$ cat src/rtl/prescale_wdt_pkg.sv
// Package: shared mode type and tap-code decoding for the prescaler timer.
// Assumes the tap codes are a 3-bit field and the period exponent grows by one every two codes.
package prescale_wdt_pkg;

    typedef struct packed {
        logic       wide_rd;   // 1: four readback bits, 0: top bit only
        logic [2:0] tap_code;  // waveform selector, honoured when wide_rd is 0
    } pw_mode_t;

    // Tap offset, above the base tap, of the period bit for a code.
    function automatic int tap_off(input logic [2:0] code);
        return (int'(code) + 1) >> 1;
    endfunction

    // Codes 2, 4 and 6 produce a three-quarter duty waveform.
    function automatic bit tap_wide(input logic [2:0] code);
        return (code != 3'd0) && !code[0];
    endfunction

endpackage

$ cat src/rtl/prescale_wdt_counter.sv
// Module: free-running binary counter with synchronous clear.
// Assumes clear has priority over increment and the counter wraps at 2^CNT_W.
module prescale_wdt_counter #(
    parameter int CNT_W = 17
) (
    input  logic             clk,
    input  logic             rst_n,
    input  logic             clr_i,
    output logic [CNT_W-1:0] cnt_q,
    output logic [CNT_W-1:0] cnt_nxt
);

    localparam logic [CNT_W-1:0] ONE = {{(CNT_W-1){1'b0}}, 1'b1};

    // Next value: zero on clear, otherwise one more.
    always_comb begin
        cnt_nxt = clr_i ? '0 : cnt_q + ONE;
    end

    // Counter state register.
    always_ff @(posedge clk) begin
        if (!rst_n) cnt_q <= '0;
        else        cnt_q <= cnt_nxt;
    end

    // advance by one when not cleared
    a_r1_advance: assert property (@(posedge clk) disable iff (!rst_n)
        !clr_i |=> cnt_q == $past(cnt_q) + ONE);
    // clear zeroes the count
    a_r1_clear: assert property (@(posedge clk) disable iff (!rst_n)
        clr_i |=> cnt_q == '0);

endmodule

$ cat src/rtl/prescale_wdt_tap_sel.sv
// Module: chooses one counter tap, optionally widened to 75% duty, as the periodic output.
// Assumes win_i holds counter bits from the base tap upward, five bits wide.
module prescale_wdt_tap_sel
    import prescale_wdt_pkg::*;
#(
    parameter int WIN_W = 5
) (
    input  logic             clk,
    input  logic             rst_n,
    input  logic [WIN_W-1:0] win_i,
    input  pw_mode_t         mode_i,
    output logic             tick_o
);

    localparam int NCODE = 8;

    logic [NCODE-1:0] wave;

    // One candidate waveform per tap code.
    for (genvar c = 0; c < NCODE; c++) begin : g_code
        localparam int OFF = tap_off(3'(c));
        if (tap_wide(3'(c))) begin : g_wide
            assign wave[c] = win_i[OFF] | win_i[OFF-1];
        end else begin : g_half
            assign wave[c] = win_i[OFF];
        end
    end

    // Output mux, silenced while the wide readback mode is active.
    always_comb begin
        tick_o = !mode_i.wide_rd && wave[mode_i.tap_code];
    end

    // no waveform while the four-bit readback mode is set
    a_r7_quiet: assert property (@(posedge clk) disable iff (!rst_n)
        mode_i.wide_rd |-> !tick_o);
    // a widened waveform is high whenever its period bit is high
    a_r6_cover_half: assert property (@(posedge clk) disable iff (!rst_n)
        (!mode_i.wide_rd && mode_i.tap_code == 3'd2 && win_i[1]) |-> tick_o);

endmodule

$ cat src/rtl/prescale_wdt_readback.sv
// Module: captures inverted high-order counter bits on a read strobe.
// Assumes tap_i holds the RD_W highest readable bits, MSB first.
module prescale_wdt_readback #(
    parameter int RD_W = 4
) (
    input  logic            clk,
    input  logic            rst_n,
    input  logic            rd_i,
    input  logic            wide_i,
    input  logic [RD_W-1:0] tap_i,
    output logic [RD_W-1:0] rd_data_o
);

    logic [RD_W-1:0] view;

    // Inverted taps; only the top bit in narrow mode.
    always_comb begin
        if (wide_i) view = ~tap_i;
        else        view = {~tap_i[RD_W-1], {(RD_W-1){1'b0}}};
    end

    // Capture register updated only by the read strobe.
    always_ff @(posedge clk) begin
        if (!rst_n)    rd_data_o <= '0;
        else if (rd_i) rd_data_o <= view;
    end

    // value holds without a strobe
    a_r10_hold: assert property (@(posedge clk) disable iff (!rst_n)
        !rd_i |=> $stable(rd_data_o));
    // narrow reads clear the low bits
    a_r4_low_zero: assert property (@(posedge clk) disable iff (!rst_n)
        (rd_i && !wide_i) |=> rd_data_o[RD_W-2:0] == '0);

endmodule

$ cat src/rtl/prescale_wdt_watchdog.sv
// Module: flags the first cycle the counter's top bit is set, when armed.
// Assumes the counter is cleared by software often enough in normal use.
module prescale_wdt_watchdog (
    input  logic clk,
    input  logic rst_n,
    input  logic en_i,
    input  logic top_q_i,
    input  logic top_nxt_i,
    output logic wdg_rst_o
);

    // Rising edge of the top bit, registered, gated by the arm level.
    always_ff @(posedge clk) begin
        if (!rst_n) wdg_rst_o <= 1'b0;
        else        wdg_rst_o <= en_i && top_nxt_i && !top_q_i;
    end

    // request lasts a single clock
    a_r8_single: assert property (@(posedge clk) disable iff (!rst_n)
        wdg_rst_o |=> !wdg_rst_o);
    // request only while the top bit is set
    a_r8_top_set: assert property (@(posedge clk) disable iff (!rst_n)
        wdg_rst_o |-> top_q_i);
    // disarmed watchdog stays silent
    a_r9_disarmed: assert property (@(posedge clk) disable iff (!rst_n)
        !en_i |=> !wdg_rst_o);

endmodule

$ cat src/rtl/prescale_wdt.sv
// Module: prescaler timer top; counter, mode register, tap output, readback and watchdog.
// Assumes strobes are single-cycle and synchronous to clk; reset is synchronous active-low.
module prescale_wdt
    import prescale_wdt_pkg::*;
#(
    parameter int CNT_W    = 17,
    parameter int TAP_BASE = 9,
    parameter int RD_TOP   = 14,
    parameter int RD_W     = 4
) (
    input  logic            clk,
    input  logic            rst_n,
    input  logic            tmr_clr_i,
    input  logic            rd_stb_i,
    input  logic            mode_we_i,
    input  logic [3:0]      mode_wdata_i,
    input  logic            wdg_en_i,
    output logic [RD_W-1:0] rd_data_o,
    output logic            tick_o,
    output logic            wdg_rst_o
);

    localparam int WIN_W   = 5;
    localparam int WIN_HI  = TAP_BASE + WIN_W - 1;
    localparam int RD_LO   = RD_TOP - RD_W + 1;
    localparam int WDG_BIT = CNT_W - 1;

    logic [CNT_W-1:0] cnt_q;
    logic [CNT_W-1:0] cnt_nxt;
    pw_mode_t         mode_q;

    // Write-only mode register.
    always_ff @(posedge clk) begin
        if (!rst_n)         mode_q <= '0;
        else if (mode_we_i) mode_q <= pw_mode_t'(mode_wdata_i);
    end

    prescale_wdt_counter #(.CNT_W(CNT_W)) u_cnt (
        .clk     (clk),
        .rst_n   (rst_n),
        .clr_i   (tmr_clr_i),
        .cnt_q   (cnt_q),
        .cnt_nxt (cnt_nxt)
    );

    prescale_wdt_tap_sel #(.WIN_W(WIN_W)) u_tap (
        .clk    (clk),
        .rst_n  (rst_n),
        .win_i  (cnt_q[WIN_HI:TAP_BASE]),
        .mode_i (mode_q),
        .tick_o (tick_o)
    );

    prescale_wdt_readback #(.RD_W(RD_W)) u_rd (
        .clk       (clk),
        .rst_n     (rst_n),
        .rd_i      (rd_stb_i),
        .wide_i    (mode_q.wide_rd),
        .tap_i     (cnt_q[RD_TOP:RD_LO]),
        .rd_data_o (rd_data_o)
    );

    prescale_wdt_watchdog u_wdg (
        .clk       (clk),
        .rst_n     (rst_n),
        .en_i      (wdg_en_i),
        .top_q_i   (cnt_q[WDG_BIT]),
        .top_nxt_i (cnt_nxt[WDG_BIT]),
        .wdg_rst_o (wdg_rst_o)
    );

    // mode write takes effect at the next edge
    a_r11_mode_load: assert property (@(posedge clk) disable iff (!rst_n)
        mode_we_i |=> mode_q == pw_mode_t'($past(mode_wdata_i)));

endmodule

$ cat config.mk
export PLATFORM = sky130hd
export DESIGN_NAME = prescale_wdt
export DESIGN_NICKNAME = d
export VERILOG_FILES = /design/src/rtl/prescale_wdt_pkg.sv /design/src/rtl/prescale_wdt_counter.sv /design/src/rtl/prescale_wdt_tap_sel.sv /design/src/rtl/prescale_wdt_readback.sv /design/src/rtl/prescale_wdt_watchdog.sv /design/src/rtl/prescale_wdt.sv
export SDC_FILE = /design/constraint.sdc
export NUM_CORES = 1
export LEC_CHECK = 0
export BUFFER_PORTS_ARGS = -buffer_cell sky130_fd_sc_hd__buf_2
export CAP_MARGIN = 30
export CORE_MARGIN = 2
export CORE_UTILIZATION = 59
export CTS_CLUSTER_DIAMETER = 80
export CTS_CLUSTER_SIZE = 30
export DETAILED_ROUTE_END_ITERATION = 6
export PLACE_DENSITY = 0.78
export RECOVER_POWER = 100
export SKIP_LAST_GASP = 1
export SYNTH_ARGS = -nofsm -noshare
export SYNTH_HDL_FRONTEND = slang
export SYNTH_SLANG_ARGS = --single-unit
$ cat constraint.sdc
create_clock -name clk -period 2.7 [get_ports clk]
set_input_delay 0 -clock clk [delete_from_list [all_inputs] [get_ports clk]]
set_output_delay 0 -clock clk [all_outputs]
set_load 0.005 [all_outputs]
==> results.sh, run 1 <==
export IMPL_via_per_inst=5.797
export IMPL_die_area_sq_um=2403
export IMPL_ys_seq_area_share_pct=43.51
export IMPL_htree_levels=1
export IMPL_worstPathArrival_ps=2080
export IMPL_root_buffer="clkbuf_4"
export IMPL_grt_pass1_vias=1002
export IMPL_syn_inst=130
export IMPL_numCtsBuffers=3
export IMPL_cts_tree="built"
export IMPL_syn_num_nets=141
export IMPL_vias=1055
export IMPL_fin_ws_ps=896.7
export IMPL_fmax_mhz=554.5
export IMPL_synth_area_leader_cell="dfxtp_1"
export IMPL_synthArstFlopShare_pct=0
export IMPL_ant_nets=0
export IMPL_final_hold_viol_count=0
export IMPL_cts_clk_slew_worst_paths_ps=140
export IMPL_synth_common_cells="dfxtp_1, nand2_1, mux2i_1, a21oi_1, nand2b_1"
export IMPL_synth_area_top_cells="dfxtp_1, mux2i_1, nand2_1, nand2b_1, a21oi_1"
export IMPL_drt_iter0_drc=27
export IMPL_dr_pass1_iters=4
export IMPL_antenna_found_initial=0
export IMPL_worstSkewPairLatency_ps=330
export IMPL_synth_top_cell_area_share_pct=43.51
export IMPL_worst_pin_slew_ps=769.1
export IMPL_area_growth_pct=17.68
export IMPL_ff_latch_area_sq_um=520.5
export IMPL_p_leak_nw=0.4857
export IMPL_skew_ps=9.515
export IMPL_post_dp_hpwl_mm=1.678
export IMPL_io_pins=16
export IMPL_syn_area_per_cell_sq_um=9.201
export IMPL_rsz0062_at_grt="false"
export IMPL_crit_path_start="u_cnt.cnt_q[0]"
export IMPL_grt_pass1_wl_mm=4.471
export IMPL_relSlewSlack_pct=48.62
export IMPL_cts_sinks=26
export IMPL_routedWlPerCell_um=13.87
export IMPL_drive_above_1_share_pct=11.61
export IMPL_cp_required_ps=2980
export IMPL_overflow=0
export IMPL_postCtsSetupRepairBufs=0
export IMPL_num_fill_cells=156
export IMPL_initial_core_util_pct=61.60
export IMPL_layout_nets=167
export IMPL_finalSetupViolCount=0
export IMPL_ir_drop_mv=0.3552
export IMPL_post_route_period_util_pct=66.79
export IMPL_status="finished clean"
export IMPL_antenna_cells=0
export IMPL_yosys_cell_count_top_type="dfxtp_1"
export IMPL_hold_path_class="input port to flip-flop"
export IMPL_cts_max_path_buffers=2
export IMPL_hp_start="rd_stb_i"
export IMPL_end_kind="flip-flop"
export IMPL_p_total_w=0.0006455
export IMPL_synth_distinct_cells=35
export IMPL_track_usage_pct=24.49
export IMPL_crit_type="flip-flop to flip-flop"
export IMPL_r2r_start="u_cnt.cnt_q[0]"
export IMPL_cellPowerDensity_nw_per_um2=458.6
export IMPL_cp_start_kind="flip-flop"
export IMPL_synth_edf_count=0
export IMPL_chipWidth_um=49.03
export IMPL_ys_flop_type="dfxtp_1"
export IMPL_yosysWarnings=0
export IMPL_drc=0
export IMPL_dpl_cell_area_sq_um=1285
export IMPL_multi_input_area_sq_um=619.3
export IMPL_hold_slack_ps=56.18
export IMPL_port_buffers=15
export IMPL_drt_total_wl_mm=2.525
export IMPL_num_rows=16
export IMPL_synth_seq_cells=26
export IMPL_place_ws_ps=1109
export IMPL_worstPathMaxFanout=9
export IMPL_finalWorstPathRequiredPeriod_ps=1803
export IMPL_core_area_sq_um=1942
export IMPL_grt_max_degree=15
export IMPL_fin_area_sq_um=1408
export IMPL_setup_tns_ps=0
export IMPL_fp_dieH_um=49.03
export IMPL_place_congestion=0.7653
export IMPL_slew_violations=0
export IMPL_netlist_area_sq_um=1196
export IMPL_maxCapViolCount=0
## where the power goes
part / internal (W) / total (W) / switching (W)
Sequential: 0.000391 / 0.000399 / 0.00000759
Clock: 0.0000826 / 0.000196 / 0.000113
Combinational: 0.0000301 / 0.0000511 / 0.0000210
Total: 0.000504 / 0.000645 / 0.000141
## per-stage QoR
step           instances  utilization (%)
3_3_place_gp         167            66.17
3_5_place_dp         167            66.17
5_1_grt              182            72.49
2_1_floorplan        130                -
4_1_cts              182            73.71
6_report             182            72.49
## what timing repair did
item / in CTS / in global routing
hold buffers: 11 / 0
gates resized for setup: 0 / 0
hold endpoints to repair: 7 / 0
endpoints found under the setup margin: 0 / 0
## worst max-delay path: stages, from the launching register on
cell     delay (ps)
dfxtp_1         420
ha_1            220
nand4_1         300
nor4_1          560
and4b_1         260
## state kept, by name (all words and copies together) (netlist names)
register,cells
u_rd.rd_data_o,4
u_wdg.wdg_rst_o,1
mode_q,4
u_cnt.cnt_q,17
## routing by layer
metal	global-route usage, %	routed length (um)
met1	30.14	1133
met2	39.95	1234
met3	6.135	107
met4	11.90	51
met5	0	0
## path summary, 6_finish.rpt
check	to	slack [ps]	cells past startpoint
max reg2reg	u_wdg.wdg_rst_o	900	4
min reg2reg	u_cnt.cnt_q[16]	480	2
min	u_rd.rd_data_o[0]	60	3
max	u_wdg.wdg_rst_o	900	4
## cell usage in the layout (no fill, tap or decap), types with 2 or more instances in the layout
cell / n
a21oi_1: 7
and2_0: 3
buf_2: 10
clkbuf_1: 5
clkbuf_4: 3
dfxtp_1: 26
dlygate4sd3_1: 11
inv_1: 5
mux2i_1: 9
nand2_1: 11
nand2b_1: 6
nand3_1: 6
nand4_1: 5
nor2_1: 5
nor2b_1: 5
nor3_1: 2
nor4_1: 5
o21a_1: 2
o21ai_0: 2
o22ai_1: 3
o31ai_1: 4
or3_1: 2
or4_1: 4
xor2_1: 2
## final cells by class
type	count	share of cell area, %
Tap cell	27	2.400
Inverter	5	1.333
Clock buffer	4	2.578
Multi-Input combinational cell	94	44.00
Sequential cell	26	36.98
Timing Repair Buffer	26	12.71
## logic make-up (layout without fill, tap and decap cells)
family | count (synthesis) | in the layout | share of synthesized area [%]
compound gates | 21 | 21 | 11.40
xor+xnor | 3 | 3 | 2.197
fa+ha+maj | 1 | 1 | 1.046
buf+inv | 10 | 35 | 3.242
flops | 26 | 26 | 43.51
mux | 10 | 10 | 9.414
simple gates | 59 | 59 | 29.18
(Power assumes the default switching activity.)
==> inputs of run 2 (changes only) <==
- CORE_UTILIZATION: 59 -> 55
- PLACE_DENSITY: 0.78 -> 0.74
- clock period: 2.7 -> 1.7 ns (I/O delays scaled with it)
==> run 2 against run 1 <==
Critical path depth stayed put. Register-to-register slack got worse by 790 ps. Global-route usage down 2.6 points. Largest cell class unchanged. Wire length fell by 3.5%. Sequential share of layout area decreased by 0.97 points. Highest routed layer unchanged. Critical path type unchanged.
==> results.sh, run 2 (same netlist as run 1, synthesis figures left out) <==
export IMPL_setup_tns_ps=0
export IMPL_post_dp_hpwl_mm=1.693
export IMPL_die_area_sq_um=2564
export IMPL_grt_pass1_vias=1013
export IMPL_via_per_inst=5.750
export IMPL_htree_levels=1
export IMPL_maxCapViolCount=0
export IMPL_place_ws_ps=101.6
export IMPL_place_congestion=0.7526
export IMPL_crit_buf_inv=0
export IMPL_reg_top3="u_cnt.cnt_q x17, mode_q x4, u_rd.rd_data_o x4"
export IMPL_cp_slowest_cell="or4_1"
export IMPL_numCtsBuffers=3
export IMPL_ir_drop_mv=0.7293
export IMPL_ant_nets=0
export IMPL_postCtsSetupRepairBufs=0
export IMPL_cp_top_family="simple AND/OR/NAND/NOR gates"
export IMPL_drive_above_1_share_pct=14.01
export IMPL_skew_ps=2.184
export IMPL_rsz0062_at_grt="true"
export IMPL_chipWidth_um=50.64
export IMPL_area_growth_pct=21.13
export IMPL_vias=1058
export IMPL_dp_cells=168
export IMPL_fin_ws_ps=103.0
export IMPL_p_total_w=0.001026
export IMPL_cp_start_kind="flip-flop"
export IMPL_worstPathMaxFanout=9
export IMPL_critPathMaxStageDelay_ps=500
export IMPL_final_hold_viol_count=0
export IMPL_finalSetupViolCount=0
export IMPL_multi_input_area_sq_um=645.6
export IMPL_worstSkewPairLatency_ps=320
export IMPL_hold_path_class="input port to flip-flop"
export IMPL_slew_violations=0
export IMPL_fmax_mhz=626.2
export IMPL_cts_clk_slew_worst_paths_ps=140
export IMPL_post_route_period_util_pct=93.94
export IMPL_cts_max_path_buffers=2
export IMPL_layout_nets=169
export IMPL_cts_tree="built"
export IMPL_grt_max_degree=15
export IMPL_root_buffer="clkbuf_4"
export IMPL_ff_latch_area_sq_um=521.8
export IMPL_drt_iter0_drc=22
export IMPL_routedWlPerCell_um=13.24
export IMPL_drc=0
export IMPL_crit_type="flip-flop to flip-flop"
export IMPL_fp_dieH_um=50.64
export IMPL_end_kind="flip-flop"
export IMPL_cellPowerDensity_nw_per_um2=708.4
export IMPL_worst_pin_slew_ps=512.4
export IMPL_dr_pass1_iters=4
export IMPL_num_fill_cells=165
export IMPL_final_cell_mix="dfxtp_1, dlygate4sd3_1, nand2_1"
export IMPL_top_register="u_cnt.cnt_q"
export IMPL_drt_total_wl_mm=2.436
export IMPL_grt_pass1_wl_mm=4.298
export IMPL_antenna_found_initial=0
export IMPL_utilization_pct=72.38
export IMPL_port_buffers=15
export IMPL_finalWorstPathRequiredPeriod_ps=1597
export IMPL_largest_reg_flops=17
export IMPL_track_usage_pct=21.88
export IMPL_cp_required_ps=1960
export IMPL_io_pins=16
export IMPL_core_area_sq_um=2002
export IMPL_overflow=0
export IMPL_antenna_cells=0
export IMPL_num_rows=16
export IMPL_p_leak_nw=0.5096
export IMPL_status="finished clean"
export IMPL_final_common_cell="dfxtp_1"
export IMPL_initial_core_util_pct=59.75
export IMPL_cts_sinks=26
export IMPL_worstPathArrival_ps=1850
export IMPL_relSlewSlack_pct=65.84
export IMPL_final_cells=184
export IMPL_crit_chain="ha_1 -> nand4_4 -> or4_1 -> a21oi_1"
## run 2: timing repair
action / in CTS / in global routing
resized for setup: 0 / 2
endpoints found under the hold margin: 8 / 0
endpoints found under the setup margin: 0 / 7
hold buffers: 12 / 0
## run 2: worst reg2reg max path: stages, from the launching register on
cell and delay (ps):
dfxtp_1 420, ha_1 290, nand4_4 180, or4_1 500
a21oi_1 140
## run 2: report_power, final
group	switching [W]	total (W)	internal, W	leakage, nW
clock network	0.000179	0.000310	0.000131	0.0210
registers	0.0000110	0.000632	0.000621	0.212
logic	0.0000345	0.0000839	0.0000494	0.277
total	0.000225	0.00103	0.000802	0.510
## run 2: stage by stage
| stage | instance area [sq um] | hold WS, ps |
|---|---|---|
| 2_1_floorplan | 1196 | 121.7 |
| 3_3_place_gp | 1292 | 256.1 |
| 3_5_place_dp | 1292 | 269.5 |
| 4_1_cts | 1449 | 108.1 |
| 5_1_grt | 1449 | 251.2 |
| 6_report | 1449 | 237.8 |
## run 2: area by class of cell
type                       count  share of cell area (%)
inverter                       5                   1.295
timing repair buffer          28                   13.30
multi-input combinational     94                   44.56
clock buffer                   4                   2.504
tap                           27                   2.332
sequential                    26                   36.01
## run 2: path summary, 6_finish.rpt
check,slack (ps),to,start,cells after the start
max,100,u_cnt.cnt_q[10],u_cnt.cnt_q[0],4
min,240,u_cnt.cnt_q[10],tmr_clr_i,3
max reg2reg,100,u_cnt.cnt_q[10],u_cnt.cnt_q[0],4
min reg2reg,490,u_cnt.cnt_q[16],u_cnt.cnt_q[16],2
## run 2: per-layer routing
layer | track usage (%) | share of wire (%)
met5 | 0 | 0
met4 | 5.405 | 0.86
met3 | 3.571 | 4.0
met2 | 39.25 | 51
met1 | 27.17 | 44
==> inputs of run 3 (changes only) <==
==> constraint.sdc (replaced) <==
create_clock -name clk -period 1.55 [get_ports clk]
set_input_delay 0 -clock clk [delete_from_list [all_inputs] [get_ports clk]]
set_output_delay 0 -clock clk [all_outputs]
set_load 0.1 [all_outputs]
==> run 3 against run 2 <==
The flow now finishes with violations (negative setup slack). Final area rose by 12%. Global-route usage is 1.9 points higher. Core utilization up 8.4 points. Worst hold slack got worse by 180 ps. Largest cell class unchanged. Critical path type is now flip-flop to output pin. First-iteration DRC count grew 36%. Wire length grew 16%. Highest routed layer unchanged. Combinational power up 73%. Sequential power rose by 9.5%.
==> results.sh, run 3 (same netlist as run 1, synthesis figures left out) <==
export IMPL_routedWlPerCell_um=14.68
export IMPL_slew_violations=0
export IMPL_grt_max_degree=16
export IMPL_ir_drop_mv=1.068
export IMPL_cts_max_path_buffers=2
export IMPL_antenna_cells=0
export IMPL_htree_levels=1
export IMPL_core_area_sq_um=2002
export IMPL_drive_above_1_share_pct=29.52
export IMPL_skew_ps=4.618
export IMPL_relSlewSlack_pct=63.96
export IMPL_violations="negative setup slack"
export IMPL_place_congestion=0.7520
export IMPL_p_leak_nw=0.5920
export IMPL_drt_total_wl_mm=2.834
export IMPL_root_buffer="clkbuf_4"
export IMPL_num_rows=16
export IMPL_grt_pass1_vias=1064
export IMPL_cts_clk_slew_worst_paths_ps=140
export IMPL_overflow=0
export IMPL_cellPowerDensity_nw_per_um2=804.7
export IMPL_largest_reg_flops=17
export IMPL_antenna_found_initial=0
export IMPL_fin_ws_ps=-118.0
export IMPL_cp_required_ps=1550
export IMPL_end_kind="output pin"
export IMPL_worstSkewPairLatency_ps=320
export IMPL_hold_path_class="input port to flip-flop"
export IMPL_post_route_period_util_pct=107.6
export IMPL_maxCapViolCount=0
export IMPL_setup_tns_ps=-118.0
export IMPL_fp_dieH_um=50.64
export IMPL_track_usage_pct=23.73
export IMPL_final_common_cell="dfxtp_1"
export IMPL_port_buffers=15
export IMPL_layout_nets=178
export IMPL_finalWorstPathRequiredPeriod_ps=1668
export IMPL_die_area_sq_um=2564
export IMPL_crit_type="flip-flop to output pin"
export IMPL_finalSetupViolCount=1
export IMPL_post_dp_hpwl_mm=1.732
export IMPL_drc=0
export IMPL_worst_pin_slew_ps=542.9
export IMPL_initial_core_util_pct=59.75
export IMPL_cts_sinks=26
export IMPL_worstPathMaxFanout=4
export IMPL_cp_start_kind="flip-flop"
export IMPL_final_hold_viol_count=0
export IMPL_via_per_inst=5.793
export IMPL_cts_tree="built"
export IMPL_final_cell_mix="dfxtp_1, nand2_1, dlygate4sd3_1"
export IMPL_rsz0062_at_grt="true"
export IMPL_chipWidth_um=50.64
export IMPL_dr_pass1_iters=4
export IMPL_io_pins=16
export IMPL_worstPathArrival_ps=1670
export IMPL_reg_top3="u_cnt.cnt_q x17, mode_q x4, u_rd.rd_data_o x4"
export IMPL_numCtsBuffers=3
export IMPL_drt_iter0_drc=30
export IMPL_vias=1118
export IMPL_ant_nets=0
export IMPL_top_register="u_cnt.cnt_q"
export IMPL_place_ws_ps=-12.75
export IMPL_p_total_w=0.001301
export IMPL_area_growth_pct=35.15
export IMPL_status="complete, but fails checks"
export IMPL_fmax_mhz=599.5
export IMPL_grt_pass1_wl_mm=4.602
[run 3: layout make-up]
class	instances	area, sq um
multi-input cells	94	689.4
flip-flops and latches	26	543.0
fillers	138	385.4
repair buffers	37	279.0
well taps	27	33.78
clock inverters	1	30.03
clock buffers	3	22.52
inverters	5	18.77
[run 3: timing repair]
action                     4_1_cts  5_1_grt
hold endpoints to repair         9        0
gates resized for setup         12       11
pin swaps                        1        1
hold buffers                    11        0
setup buffers                    2        3
setup endpoints to repair        4        6
[run 3: final timing paths]
kind                            slack, ps            from  cells past startpoint           endpoint
worst min register to register        480  u_cnt.cnt_q[0]                      1     u_cnt.cnt_q[0]
worst min-delay path                   60        rd_stb_i                      3  u_rd.rd_data_o[0]
worst max register to register         20  u_cnt.cnt_q[1]                      4    u_cnt.cnt_q[10]
worst max-delay path                 -120       mode_q[1]                      4             tick_o
[run 3: critical path, stage by stage (launching register included)]
cell and delay (ps):
dfxtp_4 390, mux4_2 510, nand3b_1 150, o41ai_4 110, buf_12 180
[run 3: routing by layer]
layer | track usage (%) | routed length [um] | vias up | part of all wire (%)
li1 | - | - | 549 | -
met1 | 28.65 | 1231 | 534 | 43
met2 | 41.45 | 1438 | 31 | 51
met3 | 6.250 | 136 | 4 | 4.8
met4 | 6.306 | 27 | 0 | 0.95
met5 | 0 | 0 | - | 0
[run 3: per-stage QoR]
| stage | util, % | instance area [sq um] | cells | hold WS, ps |
|---|---|---|---|---|
| floorplan | - | 1231 | 130 | 121.7 |
| global placement | 68.13 | 1364 | 173 | 256.7 |
| detailed placement | 68.13 | 1364 | 173 | 266.8 |
| CTS | 78.44 | 1570 | 190 | 37.64 |
| global route | 80.75 | 1617 | 193 | 60.78 |
| finish | 80.75 | 1617 | 193 | 57.05 |
[run 3: power breakdown]
group          total [W]  leakage [nW]  switching [W]  internal (W)
Combinational   0.000145         0.348      0.0000815     0.0000639
Sequential      0.000692         0.216      0.0000154      0.000676
Clock           0.000464        0.0279       0.000202      0.000262
